## config.mk

```make
export PLATFORM = sky130hd
export DESIGN_NAME = tadc_monitor
export DESIGN_NICKNAME = d
export VERILOG_FILES = /design/src/rtl/tadc_pkg.sv /design/src/rtl/tadc_regs.sv /design/src/rtl/tadc_seq.sv /design/src/rtl/tadc_chan.sv /design/src/rtl/tadc_monitor.sv
export SDC_FILE = /design/constraint.sdc
export NUM_CORES = 1
export LEC_CHECK = 0
export BUFFER_PORTS_ARGS = -buffer_cell sky130_fd_sc_hd__buf_2
export CORE_MARGIN = 2
export CORE_UTILIZATION = 35
export CTS_CLUSTER_DIAMETER = 50
export CTS_CLUSTER_SIZE = 12
export DETAILED_ROUTE_END_ITERATION = 7
export MAX_ROUTING_LAYER = met4
export PLACE_DENSITY = 0.63
export SYNTH_ARGS = -nofsm -noshare
export SYNTH_HDL_FRONTEND = slang
export SYNTH_SLANG_ARGS = --single-unit
```

## constraint.sdc

```tcl
create_clock -name clk -period 8.37 [get_ports clk]
set_clock_uncertainty 0.2 [all_clocks]
set_input_delay 0.837 -clock clk [delete_from_list [all_inputs] [get_ports clk]]
set_output_delay 0.837 -clock clk [all_outputs]
set_load 0.005 [all_outputs]
```

## src/rtl/tadc_pkg.sv

```systemverilog
package tadc_pkg;
  localparam int CODE_W = 12;
  typedef enum logic [1:0] {SQ_IDLE, SQ_WAIT, SQ_START, SQ_BUSY} seq_state_e;
endpackage

```

## src/rtl/tadc_regs.sv

```systemverilog
module tadc_regs
  import tadc_pkg::*;
#(
  parameter int NCH      = 3,
  parameter int PER_W    = 16,
  parameter int DB_W     = 8,
  parameter int DEF_NORM = 250,
  parameter int DEF_HOT  = 50,
  parameter int DEF_DB   = 4
) (
  input  logic                          clk,
  input  logic                          rst_n,
  input  logic                          bus_sel,
  input  logic                          bus_wr,
  input  logic [7:0]                    bus_addr,
  input  logic [31:0]                   bus_wdata,
  output logic [31:0]                   bus_rdata,
  input  logic [NCH-1:0][CODE_W-1:0]    chan_data,
  input  logic [NCH-1:0]                int_evt,
  output logic                          auto_en,
  output logic [NCH-1:0]                src_en,
  output logic                          shut_pol,
  output logic [NCH-1:0]                int_en,
  output logic [NCH-1:0]                pin_en,
  output logic [NCH-1:0]                rst_en,
  output logic [NCH-1:0][CODE_W-1:0]    thr,
  output logic [DB_W-1:0]               int_db,
  output logic [DB_W-1:0]               shut_db,
  output logic [PER_W-1:0]              norm_per,
  output logic [PER_W-1:0]              hot_per,
  output logic [NCH-1:0]                pend
);
  localparam logic [7:0] A_CTRL  = 8'h04;
  localparam logic [7:0] A_ENA   = 8'h08;
  localparam logic [7:0] A_PEND  = 8'h0C;
  localparam logic [7:0] A_DATA0 = 8'h20;
  localparam logic [7:0] A_THR0  = 8'h40;
  localparam logic [7:0] A_IDB   = 8'h60;
  localparam logic [7:0] A_SDB   = 8'h64;
  localparam logic [7:0] A_NPER  = 8'h68;
  localparam logic [7:0] A_HPER  = 8'h6C;

  logic wr;
  logic unused_wdata;
  logic                       auto_q, auto_d, pol_q, pol_d;
  logic [NCH-1:0]             src_q, src_d, ien_q, ien_d, pen_q, pen_d, ren_q, ren_d;
  logic [NCH-1:0]             pend_q, pend_d, clr;
  logic [NCH-1:0][CODE_W-1:0] thr_q, thr_d;
  logic [DB_W-1:0]            idb_q, idb_d, sdb_q, sdb_d;
  logic [PER_W-1:0]           nper_q, nper_d, hper_q, hper_d;

  assign wr           = bus_sel && bus_wr;
  assign unused_wdata = &{1'b0, bus_wdata[31:PER_W]};

  // next-state
  always_comb begin
    auto_d = auto_q; pol_d = pol_q;
    src_d  = src_q;  ien_d = ien_q; pen_d = pen_q; ren_d = ren_q;
    thr_d  = thr_q;  idb_d = idb_q; sdb_d = sdb_q;
    nper_d = nper_q; hper_d = hper_q;
    clr    = '0;
    if (wr) begin
      case (bus_addr)
        A_CTRL: begin
          auto_d = bus_wdata[0];
          src_d  = bus_wdata[4 +: NCH];
          pol_d  = bus_wdata[8];
        end
        A_ENA: begin
          ien_d = bus_wdata[0 +: NCH];
          pen_d = bus_wdata[4 +: NCH];
          ren_d = bus_wdata[8 +: NCH];
        end
        A_PEND: clr    = bus_wdata[NCH-1:0];
        A_IDB:  idb_d  = bus_wdata[DB_W-1:0];
        A_SDB:  sdb_d  = bus_wdata[DB_W-1:0];
        A_NPER: nper_d = bus_wdata[PER_W-1:0];
        A_HPER: hper_d = bus_wdata[PER_W-1:0];
        default: ;
      endcase
      for (int c = 0; c < NCH; c++) begin
        if (bus_addr == 8'(A_THR0 + 4*c)) thr_d[c] = bus_wdata[CODE_W-1:0];
      end
    end
    pend_d = (pend_q & ~clr) | int_evt;
  end

  // registers
  always_ff @(posedge clk or negedge rst_n) begin
    if (!rst_n) begin
      auto_q <= 1'b0; pol_q <= 1'b0;
      src_q  <= '0; ien_q <= '0; pen_q <= '0; ren_q <= '0;
      thr_q  <= '0; pend_q <= '0;
      idb_q  <= DB_W'(DEF_DB);    sdb_q  <= DB_W'(DEF_DB);
      nper_q <= PER_W'(DEF_NORM); hper_q <= PER_W'(DEF_HOT);
    end else begin
      auto_q <= auto_d; pol_q <= pol_d;
      src_q  <= src_d;  ien_q <= ien_d; pen_q <= pen_d; ren_q <= ren_d;
      thr_q  <= thr_d;  pend_q <= pend_d;
      idb_q  <= idb_d;  sdb_q  <= sdb_d;
      nper_q <= nper_d; hper_q <= hper_d;
    end
  end

  // read mux
  always_comb begin
    bus_rdata = '0;
    case (bus_addr)
      A_CTRL: begin
        bus_rdata[0]        = auto_q;
        bus_rdata[4 +: NCH] = src_q;
        bus_rdata[8]        = pol_q;
      end
      A_ENA: begin
        bus_rdata[0 +: NCH] = ien_q;
        bus_rdata[4 +: NCH] = pen_q;
        bus_rdata[8 +: NCH] = ren_q;
      end
      A_PEND: bus_rdata[NCH-1:0]   = pend_q;
      A_IDB:  bus_rdata[DB_W-1:0]  = idb_q;
      A_SDB:  bus_rdata[DB_W-1:0]  = sdb_q;
      A_NPER: bus_rdata[PER_W-1:0] = nper_q;
      A_HPER: bus_rdata[PER_W-1:0] = hper_q;
      default: ;
    endcase
    for (int c = 0; c < NCH; c++) begin
      if (bus_addr == 8'(A_DATA0 + 4*c)) bus_rdata[CODE_W-1:0] = chan_data[c];
      if (bus_addr == 8'(A_THR0 + 4*c))  bus_rdata[CODE_W-1:0] = thr_q[c];
    end
  end

  assign auto_en  = auto_q;
  assign src_en   = src_q;
  assign shut_pol = pol_q;
  assign int_en   = ien_q;
  assign pin_en   = pen_q;
  assign rst_en   = ren_q;
  assign thr      = thr_q;
  assign int_db   = idb_q;
  assign shut_db  = sdb_q;
  assign norm_per = nper_q;
  assign hot_per  = hper_q;
  assign pend     = pend_q;
endmodule

```

## src/rtl/tadc_seq.sv

```systemverilog
module tadc_seq
  import tadc_pkg::*;
#(
  parameter int NCH   = 3,
  parameter int PER_W = 16,
  localparam int CH_W = $clog2(NCH)
) (
  input  logic             clk,
  input  logic             rst_n,
  input  logic             tick,
  input  logic             auto_en,
  input  logic [NCH-1:0]   src_en,
  input  logic             hot,
  input  logic [PER_W-1:0] norm_per,
  input  logic [PER_W-1:0] hot_per,
  input  logic             adc_done,
  output logic             adc_start,
  output logic [CH_W-1:0]  adc_chan,
  output logic             smp_vld,
  output logic [CH_W-1:0]  smp_ch
);
  seq_state_e       st_q, st_d;
  logic [CH_W-1:0]  cur_q, cur_d, nxt_ch;
  logic [PER_W-1:0] cnt_q, cnt_d, per;
  logic             nxt_ok;

  assign per = hot ? hot_per : norm_per;

  // round-robin pick: smallest forward offset from the current channel wins
  always_comb begin
    nxt_ch = cur_q;
    nxt_ok = 1'b0;
    for (int k = NCH; k >= 1; k--) begin
      if ((CH_W'((int'(cur_q) + k) % NCH) != '0) &&
          src_en[CH_W'((int'(cur_q) + k) % NCH)]) begin
        nxt_ch = CH_W'((int'(cur_q) + k) % NCH);
        nxt_ok = 1'b1;
      end
    end
  end

  // next-state
  always_comb begin
    st_d  = st_q;
    cur_d = cur_q;
    cnt_d = cnt_q;
    case (st_q)
      SQ_IDLE: if (auto_en && nxt_ok) begin
        st_d  = SQ_START;
        cur_d = nxt_ch;
      end
      SQ_START: st_d = SQ_BUSY;
      SQ_BUSY: if (adc_done) begin
        st_d  = SQ_WAIT;
        cnt_d = '0;
      end
      SQ_WAIT: begin
        if (!auto_en || !nxt_ok) begin
          st_d = SQ_IDLE;
        end else if (cnt_q >= per) begin
          st_d  = SQ_START;
          cur_d = nxt_ch;
        end else if (tick) begin
          cnt_d = cnt_q + 1'b1;
        end
      end
      default: st_d = SQ_IDLE;
    endcase
  end

  // registers
  always_ff @(posedge clk or negedge rst_n) begin
    if (!rst_n) begin
      st_q  <= SQ_IDLE;
      cur_q <= '0;
      cnt_q <= '0;
    end else begin
      st_q  <= st_d;
      cur_q <= cur_d;
      cnt_q <= cnt_d;
    end
  end

  assign adc_start = (st_q == SQ_START);
  assign adc_chan  = cur_q;
  assign smp_vld   = (st_q == SQ_BUSY) && adc_done;
  assign smp_ch    = cur_q;
endmodule

```

## src/rtl/tadc_chan.sv

```systemverilog
module tadc_chan
  import tadc_pkg::*;
#(
  parameter int DB_W = 8
) (
  input  logic              clk,
  input  logic              rst_n,
  input  logic              smp,
  input  logic [CODE_W-1:0] code,
  input  logic [CODE_W-1:0] thr,
  input  logic [DB_W-1:0]   int_db,
  input  logic [DB_W-1:0]   shut_db,
  output logic [CODE_W-1:0] data,
  output logic              over,
  output logic              int_evt,
  output logic              shut_hit
);
  logic [CODE_W-1:0] data_q, data_d;
  logic              vld_q, vld_d, hit_q, hit_d, code_over;
  logic [DB_W-1:0]   icnt_q, icnt_d, scnt_q, scnt_d, icnt_inc, scnt_inc;

  assign code_over = (code <= thr);
  assign icnt_inc  = (icnt_q == '1) ? icnt_q : icnt_q + 1'b1;
  assign scnt_inc  = (scnt_q == '1) ? scnt_q : scnt_q + 1'b1;
  assign int_evt   = smp && code_over && (icnt_inc >= int_db);

  // next-state
  always_comb begin
    data_d = data_q;
    vld_d  = vld_q;
    icnt_d = icnt_q;
    scnt_d = scnt_q;
    hit_d  = hit_q;
    if (smp) begin
      data_d = code;
      vld_d  = 1'b1;
      icnt_d = code_over ? icnt_inc : '0;
      scnt_d = code_over ? scnt_inc : '0;
      if (code_over && (scnt_inc >= shut_db)) hit_d = 1'b1;
    end
  end

  // registers
  always_ff @(posedge clk or negedge rst_n) begin
    if (!rst_n) begin
      data_q <= '0;
      vld_q  <= 1'b0;
      icnt_q <= '0;
      scnt_q <= '0;
      hit_q  <= 1'b0;
    end else begin
      data_q <= data_d;
      vld_q  <= vld_d;
      icnt_q <= icnt_d;
      scnt_q <= scnt_d;
      hit_q  <= hit_d;
    end
  end

  assign data     = data_q;
  assign over     = vld_q && (data_q <= thr);
  assign shut_hit = hit_q;
endmodule

```

## src/rtl/tadc_monitor.sv

```systemverilog
module tadc_monitor
  import tadc_pkg::*;
#(
  parameter int NCH      = 3,
  parameter int PER_W    = 16,
  parameter int DB_W     = 8,
  parameter int DEF_NORM = 250,
  parameter int DEF_HOT  = 50,
  parameter int DEF_DB   = 4,
  localparam int CH_W    = $clog2(NCH)
) (
  input  logic              clk,
  input  logic              rst_n,
  input  logic              tick,
  input  logic              bus_sel,
  input  logic              bus_wr,
  input  logic [7:0]        bus_addr,
  input  logic [31:0]       bus_wdata,
  output logic [31:0]       bus_rdata,
  output logic              adc_start,
  output logic [CH_W-1:0]   adc_chan,
  input  logic              adc_done,
  input  logic [CODE_W-1:0] adc_code,
  output logic              irq,
  output logic              shut_pin,
  output logic              shut_rst
);
  logic [1:0]                 rs_q;
  logic                       rst_s_n;
  logic                       auto_en, shut_pol, hot, smp_vld;
  logic [CH_W-1:0]            smp_ch;
  logic [NCH-1:0]             src_en, int_en, pin_en, rst_en, pend;
  logic [NCH-1:0]             chan_over, int_evt, shut_hit;
  logic [NCH-1:0][CODE_W-1:0] thr, chan_data;
  logic [DB_W-1:0]            int_db, shut_db;
  logic [PER_W-1:0]           norm_per, hot_per;

  // asynchronous assert, synchronous release
  always_ff @(posedge clk or negedge rst_n) begin
    if (!rst_n) rs_q <= '0;
    else        rs_q <= {rs_q[0], 1'b1};
  end
  assign rst_s_n = rs_q[1];

  tadc_regs #(
    .NCH(NCH), .PER_W(PER_W), .DB_W(DB_W),
    .DEF_NORM(DEF_NORM), .DEF_HOT(DEF_HOT), .DEF_DB(DEF_DB)
  ) u_regs (
    .clk(clk), .rst_n(rst_s_n),
    .bus_sel(bus_sel), .bus_wr(bus_wr), .bus_addr(bus_addr),
    .bus_wdata(bus_wdata), .bus_rdata(bus_rdata),
    .chan_data(chan_data), .int_evt(int_evt),
    .auto_en(auto_en), .src_en(src_en), .shut_pol(shut_pol),
    .int_en(int_en), .pin_en(pin_en), .rst_en(rst_en),
    .thr(thr), .int_db(int_db), .shut_db(shut_db),
    .norm_per(norm_per), .hot_per(hot_per), .pend(pend)
  );

  tadc_seq #(.NCH(NCH), .PER_W(PER_W)) u_seq (
    .clk(clk), .rst_n(rst_s_n), .tick(tick),
    .auto_en(auto_en), .src_en(src_en), .hot(hot),
    .norm_per(norm_per), .hot_per(hot_per),
    .adc_done(adc_done), .adc_start(adc_start), .adc_chan(adc_chan),
    .smp_vld(smp_vld), .smp_ch(smp_ch)
  );

  for (genvar g = 0; g < NCH; g++) begin : g_ch
    tadc_chan #(.DB_W(DB_W)) u_ch (
      .clk(clk), .rst_n(rst_s_n),
      .smp(smp_vld && (smp_ch == CH_W'(g))),
      .code(adc_code), .thr(thr[g]),
      .int_db(int_db), .shut_db(shut_db),
      .data(chan_data[g]), .over(chan_over[g]),
      .int_evt(int_evt[g]), .shut_hit(shut_hit[g])
    );
  end

  assign hot      = |(chan_over & src_en);
  assign irq      = |(pend & int_en);
  assign shut_rst = |(shut_hit & rst_en);
  assign shut_pin = shut_pol ? (|(shut_hit & pin_en)) : ~(|(shut_hit & pin_en));
endmodule

```

### Yosys cells after proc, flatten, opt, wreduce, memory -nomap -nowiden

Index checks and enable logic that the tools add are counted.

| word-level totals | value |
|---|---|
| logic and storage cells | 210 |
| flip-flop bits (word level) | 213 |
| output and inout port bits | 38 |
| bits of input ports | 58 |

| cells by class | value |
|---|---|
| multiplexer cells | 59 |
| reduce and logical (&&, ||, !) cells | 50 |
| bitwise operators | 8 |
| magnitude comparators | 16 |
| equal/unequal tests | 31 |
| divide/modulo/power cells | 3 |
| add/subtract/negate cells | 10 |

Operator list:

| kind | count |
|---|---|
| $mod A32 B3 Y32 const B | 3 |
| $mux W8 | 12 |
| $mux W16 | 5 |
| $le A12 B12 Y1 | 6 |
| $mux W12 | 6 |
| $eq A8 B7 Y1 const B | 7 |
| $add A8 B1 Y8 const B | 6 |
| $eq A8 B8 Y1 const B | 6 |
| $ge A8 B8 Y1 | 6 |
| $pmux W16 S2 | 1 |
| $eq A8 B6 Y1 const B | 3 |
| $reduce_and A2 Y1 | 12 |
| $logic_and A1 B1 Y1 | 21 |
| $mux W2 | 10 |
| $pmux W3 S6 | 1 |
| $add A16 B1 Y16 const B | 1 |
| $eq A8 B4 Y1 const B | 2 |
| $ge A16 B16 Y1 | 1 |
| $and A3 B3 Y3 | 5 |
| $lt A2 B4 Y1 const B | 3 |
| $pmux W1 S4 | 3 |
| $pmux W2 S6 | 1 |
| $reduce_or A3 Y1 | 4 |
| $mux W1 | 10 |
| other kinds (25) | 42 |

### Depth between registers and ports, before layout

Gate-level depths: netlist of the first run.

| logic depth | value |
|---|---|
| depth after elaboration | 13 |
| depth in mapped cells | 21 |
| mapped depth without buffers | 17 |

### Hierarchy

A second synthesis of the first run with hierarchy kept.

| unflattened totals | value |
|---|---|
| cells, all modules | 1,492 |
| area, all modules | 15,065.7 µm² |

By module, submodules not included:

| module | area each (µm²) | cells each | instances | sequential area each (µm²) |
|---|---|---|---|---|
| tadc_chan | 2,549.9 | 272 | 3 | 750.7 |
| tadc_regs | 5,426.5 | 453 | 1 | 2,541.2 |
| tadc_seq | 1,850.5 | 209 | 1 | 500.5 |
| tadc_monitor | 138.9 | 14 | 1 | 50.0 |

### Worst setup path after synthesis of the first run

Ideal clock, no wire load.

| timing | value |
|---|---|
| path type | register -> register |
| start | register g_ch[1].u_ch.data_q[9] |
| end | register u_seq.cnt_q[11] |
| path slack | 4.237 ns |
| period minus slack after synthesis | 4.133 ns |
| setup time | 0.136 ns |
| data arrival time | 3.797 ns |
| cell stages (with the launch flop) | 19 |
| buffers on the path | 3 |
| data required time | 8.034 ns |
| cells stage by stage | dfrtp_1 -> ha_1 -> a21o_1 -> a21o_1 -> a2111oi_0 -> nand2_1 -> and4_1 -> buf_2 -> buf_2 -> mux2i_1 -> ha_1 -> o21a_1 -> o211ai_2 -> a211oi_1 -> a211oi_2 -> a41oi_2 -> buf_2 -> o41ai_1 -> a21oi_1 |

| between the ends | value |
|---|---|
| word-level cells in the longest chain between the ends | 8 |

RTL lines:

| element | line | RTL |
|---|---|---|
| start: declaration | tadc_chan.sv:18 | `logic [CODE_W-1:0] data_q, data_d;` |
| start signal: assignment | tadc_chan.sv:52 | `data_q <= data_d;` |
| $le A12 B12 Y1 | tadc_chan.sv:61 | `assign over = vld_q && (data_q <= thr);` |
| $logic_and A1 B1 Y1 | tadc_chan.sv:61 |  |
| $and A3 B3 Y3 | tadc_monitor.sv:78 | `assign hot = \|(chan_over & src_en);` |
| $reduce_or A3 Y1 | tadc_monitor.sv:78 |  |
| $mux W16 | tadc_seq.sv:27 | `assign per = hot ? hot_per : norm_per;` |
| $ge A16 B16 Y1 | tadc_seq.sv:60 | `end else if (cnt_q >= per) begin` |
| $ne A2 B2 Y1 (no line) | n/a |  |
| $reduce_and A5 Y1 (no line) | n/a |  |
| end signal: assignment | tadc_seq.sv:80 | `cnt_q <= cnt_d;` |
| end: declaration | tadc_seq.sv:24 | `logic [PER_W-1:0] cnt_q, cnt_d, per;` |

No other way between the ends.
A chain may end at the register's enable or synchronous reset.

### Worst setup path in the final report of the first run

| timing | value |
|---|---|
| start | register g_ch[2].u_ch.data_q[1] |
| end | register u_seq.cnt_q[5] |

| between the ends | value |
|---|---|
| word-level cells in the longest chain between the ends | 8 |

RTL lines:

| element | line |
|---|---|
| start: declaration | tadc_chan.sv:18 |
| start signal: assignment | tadc_chan.sv:52 |
| $le A12 B12 Y1 | tadc_chan.sv:61 |
| $logic_and A1 B1 Y1 | tadc_chan.sv:61 |
| $and A3 B3 Y3 | tadc_monitor.sv:78 |
| $reduce_or A3 Y1 | tadc_monitor.sv:78 |
| $mux W16 | tadc_seq.sv:27 |
| $ge A16 B16 Y1 | tadc_seq.sv:60 |
| $ne A2 B2 Y1 (no line) | n/a |
| $reduce_and A5 Y1 (no line) | n/a |

No other way between the ends.

==> flow_summary_export.csv, run 1 <==
group,metric,value,unit
floorplanning,ios,96,
final_layout,multi_input_area,8030,sq um
synthesis,yosys.area.top_type,"dfrtp_1",
final_layout,synthToLayoutAreaGrowth,13.1,%
setup_path,max_stage_delay,0.99,ns
global_routing,grt_pass1_wl,63900,microns
route,firstDrtPassIters,5,
synthesis,yosysWarnings,0,
synthesis,synthCells,1465,
synthesis,synth.top_cell.area_share,36.1,%
clock_network,postCtsSetupBuffers,0,
synthesis,ys_async_sr_fraction,100,%
final_layout,drive_above_1_share,14.5,%
sta,fin_setup_tns,0,ns
route,drtAntennaViolNets,0,
setup_path,crit_path_start_kind,"register",
synthesis,synth-seq-cells,213,
setup_path,worstPathMaxFanout,32,
setup_path,worst_setup_path_end_kind,"register",
floorplanning,die_h,204,microns
power_and_ir_drop,power_density,173,nW/um^2
synthesis,synth_ff_type,"dfrtp_1",
setup_path,crit_buf_inv,0,
route,wl_per_cell,19.7,microns
route,dr_wl_met3,2250,microns
place,hpwl,29400,microns
setup_path,setup.worst_path.end,"u_seq.cnt_q[5]",
place,gp_congestion,0.887,
setup_path,crit_path_cell_trace,"ha_1 > nor2b_1 > o211ai_1 > a211oi_1 > nor3_1 > o211ai_1 > and4_1 > mux2_1 > ha_1 > nand2b_4 > a211oi_2 > o211ai_1 > a211oi_2 > a41oi_2 > or4_1 > a21oi_1",
sta,hold_violations,0,
synthesis,ys_seq_area_share,38.2,%
final_layout,fillCellCount,3870,
job,cap_violations,0,
power_and_ir_drop,finalPower,2.73,mW
sta,period_share,67.6,%
power_and_ir_drop,p_leak,7.87,nW
min_path,holdCritPathClass,"reg -> async",
final_layout,final_cell_area,15800,sq um
setup_path,cp.depth,16,
floorplanning,rows,73,
clock_network,cts_buffers,29,
final_layout,seqCellArea,5350,sq um
final_layout,nNetsFinal,1718,
sta,rsz0062_at_grt,"false",
sta,post-route-min-period,5.66,ns
power_and_ir_drop,vdd_ir_drop_max,0.148,mV
setup_path,rr_endpoint,"u_seq.cnt_q[5]",
clock_network,tritoncts,"built",
sta,maxSlewHeadroom,23.8,%
clock_network,clk_latency,0.57,ns
status,status,"complete, no violations",
clock_network,cts_max_path_buffers,3,
route,num_vias,11500,
clock_network,htree_levels,1,
setup_path,regToRegSetupSlack,2.71,ns
synthesis,yosys-top-cells-area,"dfrtp_1, ha_1, mux2_2",
setup_path,worst_ep_arrival_time,5.96,ns
route,drtIter0Drc,858,
floorplanning,die_area,41600,sq um
global_routing,grt_overflow,0,
global_routing,grt_max_degree,167,
clock_network,clk_pin_slew,0.06,ns
floorplanning,start_util,35.3,%
setup_path,path_class,"reg -> reg",
synthesis,synth_edf_count,0,
place,io_buffers,63,
route,routed_via_density,5.58,
clock_network,cts_resized,0,
global_routing,grt_use_total,20.2,%
synthesis,syn_avg_cell_area,9.55,sq um
sta,fmax,177,MHz
route,top_layer_used,"met4",
setup_path,rr_worst_depth,16,
clock_network,cts.sinks,213,
global_routing,antenna_found_initial,3,
setup_path,cpMostUsedCell,"o211ai_1",
route,wl_met1,18200,microns
setup_path,crit_family,"simple AND/OR/NAND/NOR gates",
clock_network,root_buffer,"clkbuf_16",
route,wl_met2,18800,microns
route,drt_wl_total,40700,microns
setup_path,cp_slowest_cell,"and4_1",
setup_path,worstReg2RegStart,"g_ch[2].u_ch.data[1]",
setup_path,crit_start,"g_ch[2].u_ch.data[1]",
synthesis,synth_cell_type_count,75,
place,dpl_cell_area,14800,sq um
floorplanning,core_area,39600,sq um
route,drcViolationCount,0,
sta,worst_pin_slew,1.14,ns
sta,slew_viol_final,0,
setup_path,cp.required,8.66,ns
sta,finalSetupViolations,0,
global_routing,grt_pass1_vias,11200,
floorplanning,die_x,204,microns
synthesis,synth_area,14000,sq um
power by group:
group | internal [mW] | switching (mW) | leakage (nW)
registers | 1.07 | 0.0418 | 2.65
logic | 0.107 | 0.158 | 4.72
clock network | 0.851 | 0.501 | 0.502
how the worst min path moves through the flow:
stage | from | endpoint | cells after the start
2_1_floorplan | rs_q[0] | rs_q[1] | 0
3_3_place_gp | rs_q[0] | rs_q[1] | 0
3_5_place_dp | rs_q[0] | rs_q[1] | 0
4_1_cts | rs_q[0] | rs_q[1] | 0
5_1_grt | rs_q[0] | rs_q[1] | 0
6_report | rs_q[1] | g_ch[1].u_ch.icnt_q[1] | 0
cell families (layout without fill, tap and decap cells):
logic type      after synthesis  after routing  synth area share [%]
compound gates              396            396                  18.5
xor+xnor                     21             21                  1.31
fa+ha+maj                   148            148                  13.2
buf+inv                     152            206                  4.85
flops                       213            213                  38.2
mux                         115            115                  9.20
other cells                   2             22                0.0537
simple gates                418            418                  14.7
metal layers:
metal  vias to the layer above  global-route usage, %
met5                         -                      -
met4                         0                   6.94
met3                        95                   3.05
met2                       322                   31.8
met1                      5647                   26.6
li1                       5453                      -
metrics by stage:
stage               hold slack (ns)  worst slack [ns]  std cells  util, %
finish                        0.131              2.71       2064     39.9
CTS                           0.148              2.72       2059     39.9
global placement              0.133              2.79       2005     37.2
global route                  0.158              2.30       2062     39.9
floorplan                     0.131              1.81       1480        -
detailed placement            0.136              2.72       2005     37.2
state kept, by name, indices dropped and copies added (netlist names), 8 cells and up:
register and flops:
u_regs.shut_db 8, g_ch.u_ch.icnt_q 24, u_regs.thr 36, u_regs.norm_per 16
g_ch.u_ch.data 36, u_regs.int_db 8, g_ch.u_ch.scnt_q 24, u_regs.hot_per 16
u_seq.cnt_q 16
final cells by class:
type / instances / share of cell area (%)
repair buffers: 78 / 2.80
multi-input cells: 1115 / 50.8
well taps: 525 / 4.15
flip-flops and latches: 213 / 33.8
clock inverters: 18 / 1.72
inverters: 75 / 1.78
diodes: 5 / 0.0791
clock buffers: 35 / 4.92
layout by cell type, fill, tap and decap left out, types with 25 or more instances in the layout:
master       n
dfrtp_1    201
a21oi_1     80
mux2i_1     33
o21ai_0     99
a22o_1      34
ha_1       148
inv_1       74
nand3_1     54
nand2_1    164
buf_2       63
clkbuf_16   29
nand4_1     25
mux2_2      58
nor2_1      59
cells in the mapped netlist (5+ instances only):
library cell / count
a211oi_1: 13
a21o_1: 24
a21oi_1: 80
a22o_1: 34
a22oi_1: 17
a31oi_1: 15
a41o_1: 7
and2_0: 6
and2_1: 8
and3_1: 21
buf_2: 20
buf_4: 20
clkbuf_1: 35
dfrtp_1: 202
dfstp_2: 11
ha_1: 148
inv_1: 74
mux2_1: 21
mux2_2: 58
mux2i_1: 33
nand2_1: 164
nand2b_1: 12
nand3_1: 54
nand4_1: 25
nor2_1: 60
nor2b_1: 19
nor3_1: 6
nor3_2: 7
nor4_1: 8
o211ai_1: 7
o21a_1: 23
o21ai_0: 99
o21ai_1: 18
o22ai_1: 16
or3_1: 10
xnor2_1: 16
xor2_1: 5
what timing repair did:
item                                   4_1_cts  5_1_grt
hold buffers                                 1        0
endpoints found under the hold margin        2        0
setup endpoints to repair                    0        0
Note: power is estimated with default switching activity, not from simulation.
==> inputs of run 2 (changes only) <==
==> constraint.sdc (replaced) <==
create_clock -name clk -period 5.85 [get_ports clk]
set_clock_uncertainty 0.2 [all_clocks]
set_input_delay 0.585 -clock clk [delete_from_list [all_inputs] [get_ports clk]]
set_output_delay 0.585 -clock clk [all_outputs]
set_load 0.005 [all_outputs]
==> run 2 against run 1 <==
- count of clock-buffer cells in the layout shrank 1
- register-to-register slack lost 2.1 ns
- clock power grew 35%
- critical endpoint is now u_seq.cnt_q[3]
- global-route usage grew 0.26 points
- worst hold slack lost 0.095 ns
- first-iteration DRC count grew 8.0%
- final cell count is the same
- wire length grew 1.5%
==> flow_summary_export.csv, run 2 (synthesized netlist as in run 1, its figures left out) <==
group,metric,value,unit
status,status,"complete, no violations",
sta,period_share,89.2,%
place,hpwl,29800,microns
final_layout,synthToLayoutAreaGrowth,12.7,%
floorplanning,ios,96,
sta,slew_viol_final,0,
route,wl_met1,18500,microns
sta,worst_pin_slew,1.18,ns
clock_network,root_buffer,"clkbuf_16",
floorplanning,die_x,204,microns
clock_network,clk_latency,0.59,ns
final_layout,seqCellArea,5350,sq um
route,drt_wl_total,41300,microns
power_and_ir_drop,vdd_ir_drop_max,0.250,mV
setup_path,path_class,"reg -> reg",
clock_network,cts.sinks,213,
sta,fmax,192,MHz
floorplanning,die_area,41600,sq um
clock_network,cts_buffers,30,
global_routing,grt_use_total,20.4,%
global_routing,grt_max_degree,150,
min_path,whs_endpoint,"u_regs.hot_per[13]",
power_and_ir_drop,power_density,240,nW/um^2
route,firstDrtPassIters,5,
power_and_ir_drop,p_seq_share,42.2,%
setup_path,crit_path_start_kind,"register",
power_and_ir_drop,switching_share,27.3,%
route,top_layer_used,"met4",
sta,maxSlewHeadroom,21.6,%
floorplanning,start_util,35.3,%
setup_path,worst_setup_path_end_kind,"register",
power_and_ir_drop,clkPwrFrac,47.9,%
clock_network,tritoncts,"built",
setup_path,cp_slowest_cell,"and4_1",
clock_network,htree_levels,1,
final_layout,drive_above_1_share,14.8,%
final_layout,layout_commonest_cell,"dfrtp_1",
final_layout,layout.cells.non_filler,2064,
setup_path,worstPathMaxFanout,24,
global_routing,grt_overflow,0,
place,gp_congestion,0.913,
clock_network,ctsHoldBuffers,1,
setup_path,cp.required,6.16,ns
floorplanning,core_area,39600,sq um
setup_path,worstReg2RegStart,"g_ch[2].u_ch.data[1]",
sta,finalSetupViolations,0,
route,num_vias,11500,
global_routing,grt_pass1_wl,64500,microns
setup_path,rr_endpoint,"u_seq.cnt_q[3]",
setup_path,crit_family,"compound AO/OA/AOI/OAI gates",
route,dr_wl_met3,2380,microns
route,drcViolationCount,0,
power_and_ir_drop,p_comb_share,9.9,%
job,cap_violations,0,
global_routing,grt_pass1_vias,11400,
setup_path,regToRegSetupSlack,0.63,ns
place,io_buffers,63,
clock_network,cts_resized,0,
final_layout,fillCellCount,3868,
setup_path,max_stage_delay,0.60,ns
setup_path,worst_ep_arrival_time,5.53,ns
sta,hold_violations,0,
floorplanning,rows,73,
setup_path,rr_worst_depth,18,
floorplanning,die_h,204,microns
place,dp_slack,0.645,ns
min_path,holdCritPathClass,"in -> reg",
sta,rsz0062_at_grt,"false",
route,drtIter0Drc,927,
setup_path,crit_buf_inv,2,
route,drtAntennaViolNets,0,
final_layout,nNetsFinal,1721,
clock_network,clk_pin_slew,0.06,ns
clock_network,cts_max_path_buffers,3,
sta,fin_setup_tns,0,ns
sta,fin_ws,0.632,ns
min_path,hold_path_startpoint,"bus_wdata[13]",
final_layout,final_cell_mix,"dfrtp_1, nand2_1, ha_1",
final_layout,multi_input_area,8030,sq um
place,dp_cells,2007,
power_and_ir_drop,p_leak,7.86,nW
min_path,whs_path_depth,2,
route,wl_met2,18900,microns
power_and_ir_drop,internal_power,2.75,mW
power_and_ir_drop,p_sw,1.03,mW
clock_network,postCtsSetupBuffers,0,
route,routed_via_density,5.57,
global_routing,antenna_found_initial,1,
sta,post-route-min-period,5.22,ns
route,wl_per_cell,20.0,microns
setup_path,crit_path_cell_trace,"ha_1 > nor2b_1 > o211ai_1 > a211oi_1 > nor3_1 > o211ai_1 > and4_1 > buf_4 > mux2i_1 > ha_1 > o21a_1 > o211ai_2 > a211oi_1 > a211oi_2 > a41oi_2 > buf_4 > or3_1 > a21oi_1",
run 2: cell count changes in the layout (fill, tap and decap cells not counted), moves of 2 or more:
cell       change
buf_4          +2
bufinv_16      -4
clkinv_2       +3
diode_2        -4
run 2: power groups by stage:
stage                     registers (mW)  clock network (mW)  logic, mW
after floorplan                     1.62                   0      0.247
after global placement              1.62                   0      0.359
after detailed placement            1.62                   0      0.373
after CTS                           1.60                1.85      0.377
after global routing                1.61                1.92      0.422
final                               1.60                1.82      0.377
run 2: worst max path at each step:
stage,cells after the start,endpoint,from
finish,18,u_seq.cnt_q[3],g_ch[2].u_ch.data[1]
floorplan,18,u_seq.cnt_q[11],g_ch[1].u_ch.data[9]
global route,16,u_seq.cnt_q[8],u_regs.thr[3]
detailed placement,18,u_seq.cnt_q[3],u_regs.thr[33]
global placement,18,u_seq.cnt_q[3],g_ch[2].u_ch.data[1]
CTS,18,u_seq.cnt_q[3],u_regs.thr[33]
run 2: per-layer routing:
layer,GRT usage (%),vias up
met5,-,-
met4,7.76,0
li1,-,5454
met1,26.9,5615
met3,3.41,96
met2,31.6,331
run 2: stage by stage:
step	hold slack, ns	power (mW)	utilization [%]	cell area (sq um)
floorplan	0.0894	1.86	-	14100
global placement	0.133	1.98	37.2	14800
detailed placement	0.136	2.00	37.2	14800
CTS	0.0168	3.83	39.8	15800
global route	0.0254	3.95	39.8	15800
finish	0.0356	3.79	39.8	15800
run 2: cell type report:
cell class / instances / area share, %
Timing Repair Buffer: 80 / 2.90
Clock buffer: 34 / 4.98
Multi-Input combinational cell: 1115 / 50.9
Clock inverter: 21 / 1.34
Antenna cell: 1 / 0.0159
Inverter: 75 / 1.78
Sequential cell: 213 / 33.9
Tap cell: 525 / 4.16
==> inputs of run 3 (changes only) <==
==> constraint.sdc (replaced) <==
create_clock -name clk -period 6.7 [get_ports clk]
set_clock_uncertainty 0.2 [all_clocks]
set_input_delay 0.67 -clock clk [delete_from_list [all_inputs] [get_ports clk]]
set_output_delay 0.67 -clock clk [all_outputs]
set_load 0.005 [all_outputs]
==> run 3 against run 2 <==
- critical path depth fell by 1
- combinational power fell by 12%
- clock power fell by 7%
- fmax fell by 2.9%
- worst hold slack improved by 0.095 ns
- sequential share of layout area fell by 0.10 points
- sequential cell count did not move
- worst setup slack improved by 0.70 ns
- first-iteration DRC count rose by 9.3%
- wire length fell by 0.86%
- largest power group unchanged
- highest routed layer unchanged
==> flow_summary_export.csv, run 3 (synthesized netlist as in run 1, its figures left out) <==
group,metric,value,unit
status,status,"complete, no violations",
sta,fin_setup_tns,0,ns
place,gp_congestion,0.907,
global_routing,grt_max_degree,166,
sta,finalSetupViolations,0,
floorplanning,core_area,39600,sq um
sta,period_share,80.2,%
final_layout,fillCellCount,3866,
final_layout,final_cell_area,15800,sq um
global_routing,grt_pass1_vias,11200,
sta,fmax,186,MHz
clock_network,cts_buffers,30,
global_routing,grt_pass1_wl,64400,microns
place,dpl_cell_area,14800,sq um
floorplanning,ios,96,
job,cap_violations,0,
sta,rsz0062_at_grt,"false",
place,hpwl,29600,microns
global_routing,grt_overflow,0,
clock_network,postCtsSetupBuffers,0,
setup_path,rr_endpoint,"u_seq.cnt_q[5]",
sta,slew_viol_final,0,
power_and_ir_drop,p_leak,7.88,nW
min_path,hold_path_startpoint,"bus_wdata[13]",
place,io_buffers,63,
floorplanning,die_h,204,microns
floorplanning,rows,73,
power_and_ir_drop,p_sw,910,uW
setup_path,worstReg2RegStart,"g_ch[2].u_ch.data[1]",
power_and_ir_drop,p_comb_share,9.7,%
route,wl_per_cell,19.8,microns
sta,maxSlewHeadroom,21.7,%
floorplanning,start_util,35.3,%
sta,post-route-min-period,5.37,ns
power_and_ir_drop,vdd_ir_drop_max,0.181,mV
min_path,whs_path_depth,2,
route,drt_wl_total,40900,microns
clock_network,tritoncts,"built",
power_and_ir_drop,power_density,216,nW/um^2
setup_path,cp.required,7.00,ns
setup_path,crit_path_start_kind,"register",
clock_network,htree_levels,1,
route,firstDrtPassIters,5,
clock_network,cts_resized,0,
power_and_ir_drop,switching_share,26.7,%
final_layout,postLayoutCoreUtil,39.9,%
min_path,holdCritPathClass,"in -> reg",
global_routing,antenna_found_initial,2,
setup_path,worstPathMaxFanout,32,
route,drtIter0Drc,1013,
final_layout,drive_above_1_share,14.8,%
setup_path,rr_worst_depth,17,
floorplanning,die_x,204,microns
setup_path,worst_ep_arrival_time,5.67,ns
final_layout,nNetsFinal,1719,
clock_network,root_buffer,"clkbuf_16",
final_layout,layout_commonest_cell,"dfrtp_1",
route,routed_via_density,5.59,
setup_path,regToRegSetupSlack,1.33,ns
sta,hold_slack,0.130,ns
global_routing,grt_use_total,20.3,%
clock_network,cts_max_path_buffers,3,
final_layout,final_cell_mix,"dfrtp_1, nand2_1, ha_1",
clock_network,cts.sinks,213,
sta,worst_pin_slew,1.17,ns
clock_network,clk_latency,0.57,ns
final_layout,synthToLayoutAreaGrowth,13.1,%
setup_path,path_class,"reg -> reg",
route,drcViolationCount,0,
setup_path,worst_setup_path_end_kind,"register",
min_path,whs_endpoint,"u_regs.hot_per[13]",
power_and_ir_drop,p_seq_share,40.8,%
power_and_ir_drop,clkPwrFrac,49.5,%
power_and_ir_drop,finalPower,3.41,mW
sta,hold_violations,0,
floorplanning,die_area,41600,sq um
clock_network,clk_pin_slew,0.06,ns
power_and_ir_drop,internal_power,2.50,mW
route,drtAntennaViolNets,0,
clock_network,ctsHoldBuffers,1,
route,num_vias,11500,
[run 3: cell types whose count changed in the layout (fill, tap and decap cells not counted), sizes merged]
cell	before	now
bufinv	2	4
buf	79	77
inv	81	79
clkbuf	34	35
diode	1	2
[run 3: area by class of cell]
cell class	count	area, sq um	share of cell area (%)
Inverter	75	282	1.78
Antenna cell	2	5.00	0.0316
Clock buffer	35	811	5.12
Multi-Input combinational cell	1115	8030	50.8
Timing Repair Buffer	78	443	2.80
Clock inverter	21	246	1.56
Tap cell	525	657	4.15
Sequential cell	213	5350	33.8
[run 3: routing by layer]
layer / vias up / wire, microns / GRT usage, %
met1: 5645 / 18600 / 27.2
li1: 5441 / - / -
met3: 84 / 2300 / 2.92
met2: 369 / 18700 / 31.8
met4: 0 / 1230 / 5.98
met5: - / 0 / -
[run 3: how the worst max path moves through the flow]
stage                    startpoint              endpoint  slack, ns  cells after the start
6_report       g_ch[2].u_ch.data[1]        u_seq.cnt_q[5]       1.33                     17
3_5_place_dp   g_ch[2].u_ch.data[1]       u_seq.cnt_q[11]       1.31                     17
2_1_floorplan               rs_q[1]  g_ch[0].u_ch.data[0]       0.14                      0
4_1_cts        g_ch[2].u_ch.data[1]       u_seq.cnt_q[11]       1.30                     17
3_3_place_gp   g_ch[2].u_ch.data[1]       u_seq.cnt_q[11]       1.42                     17
5_1_grt              u_regs.thr[25]        u_seq.cnt_q[8]       0.90                     18
[run 3: per-stage QoR]
stage / setup slack, ns / std cells
final: 1.33 / 2064
after global routing: 0.895 / 2064
after CTS: 1.30 / 2062
after detailed placement: 1.31 / 2005
after global placement: 1.42 / 2005
after floorplan: 0.144 / 1480
[run 3: critical path, cell delays in order (launching register included)]
cell and delay (ns):
dfrtp_1 0.41, ha_1 0.31, nor2b_1 0.15, o211ai_1 0.12
a211oi_1 0.26, nor3_1 0.08, o211ai_1 0.12, and4_1 0.60
buf_4 0.32, mux2i_1 0.29, ha_1 0.29, a21o_1 0.18
nand3_1 0.07, a21oi_1 0.07, a211oi_2 0.33, a41oi_2 0.64
or4_1 0.71, a21oi_1 0.15
[run 3: power by group through the flow]
stage,Combinational (mW),Sequential (mW),Clock [mW]
after floorplan,0.216,1.41,0
after global placement,0.317,1.41,0
after detailed placement,0.328,1.41,0
after CTS,0.332,1.39,1.71
after global routing,0.373,1.40,1.77
final,0.332,1.39,1.69
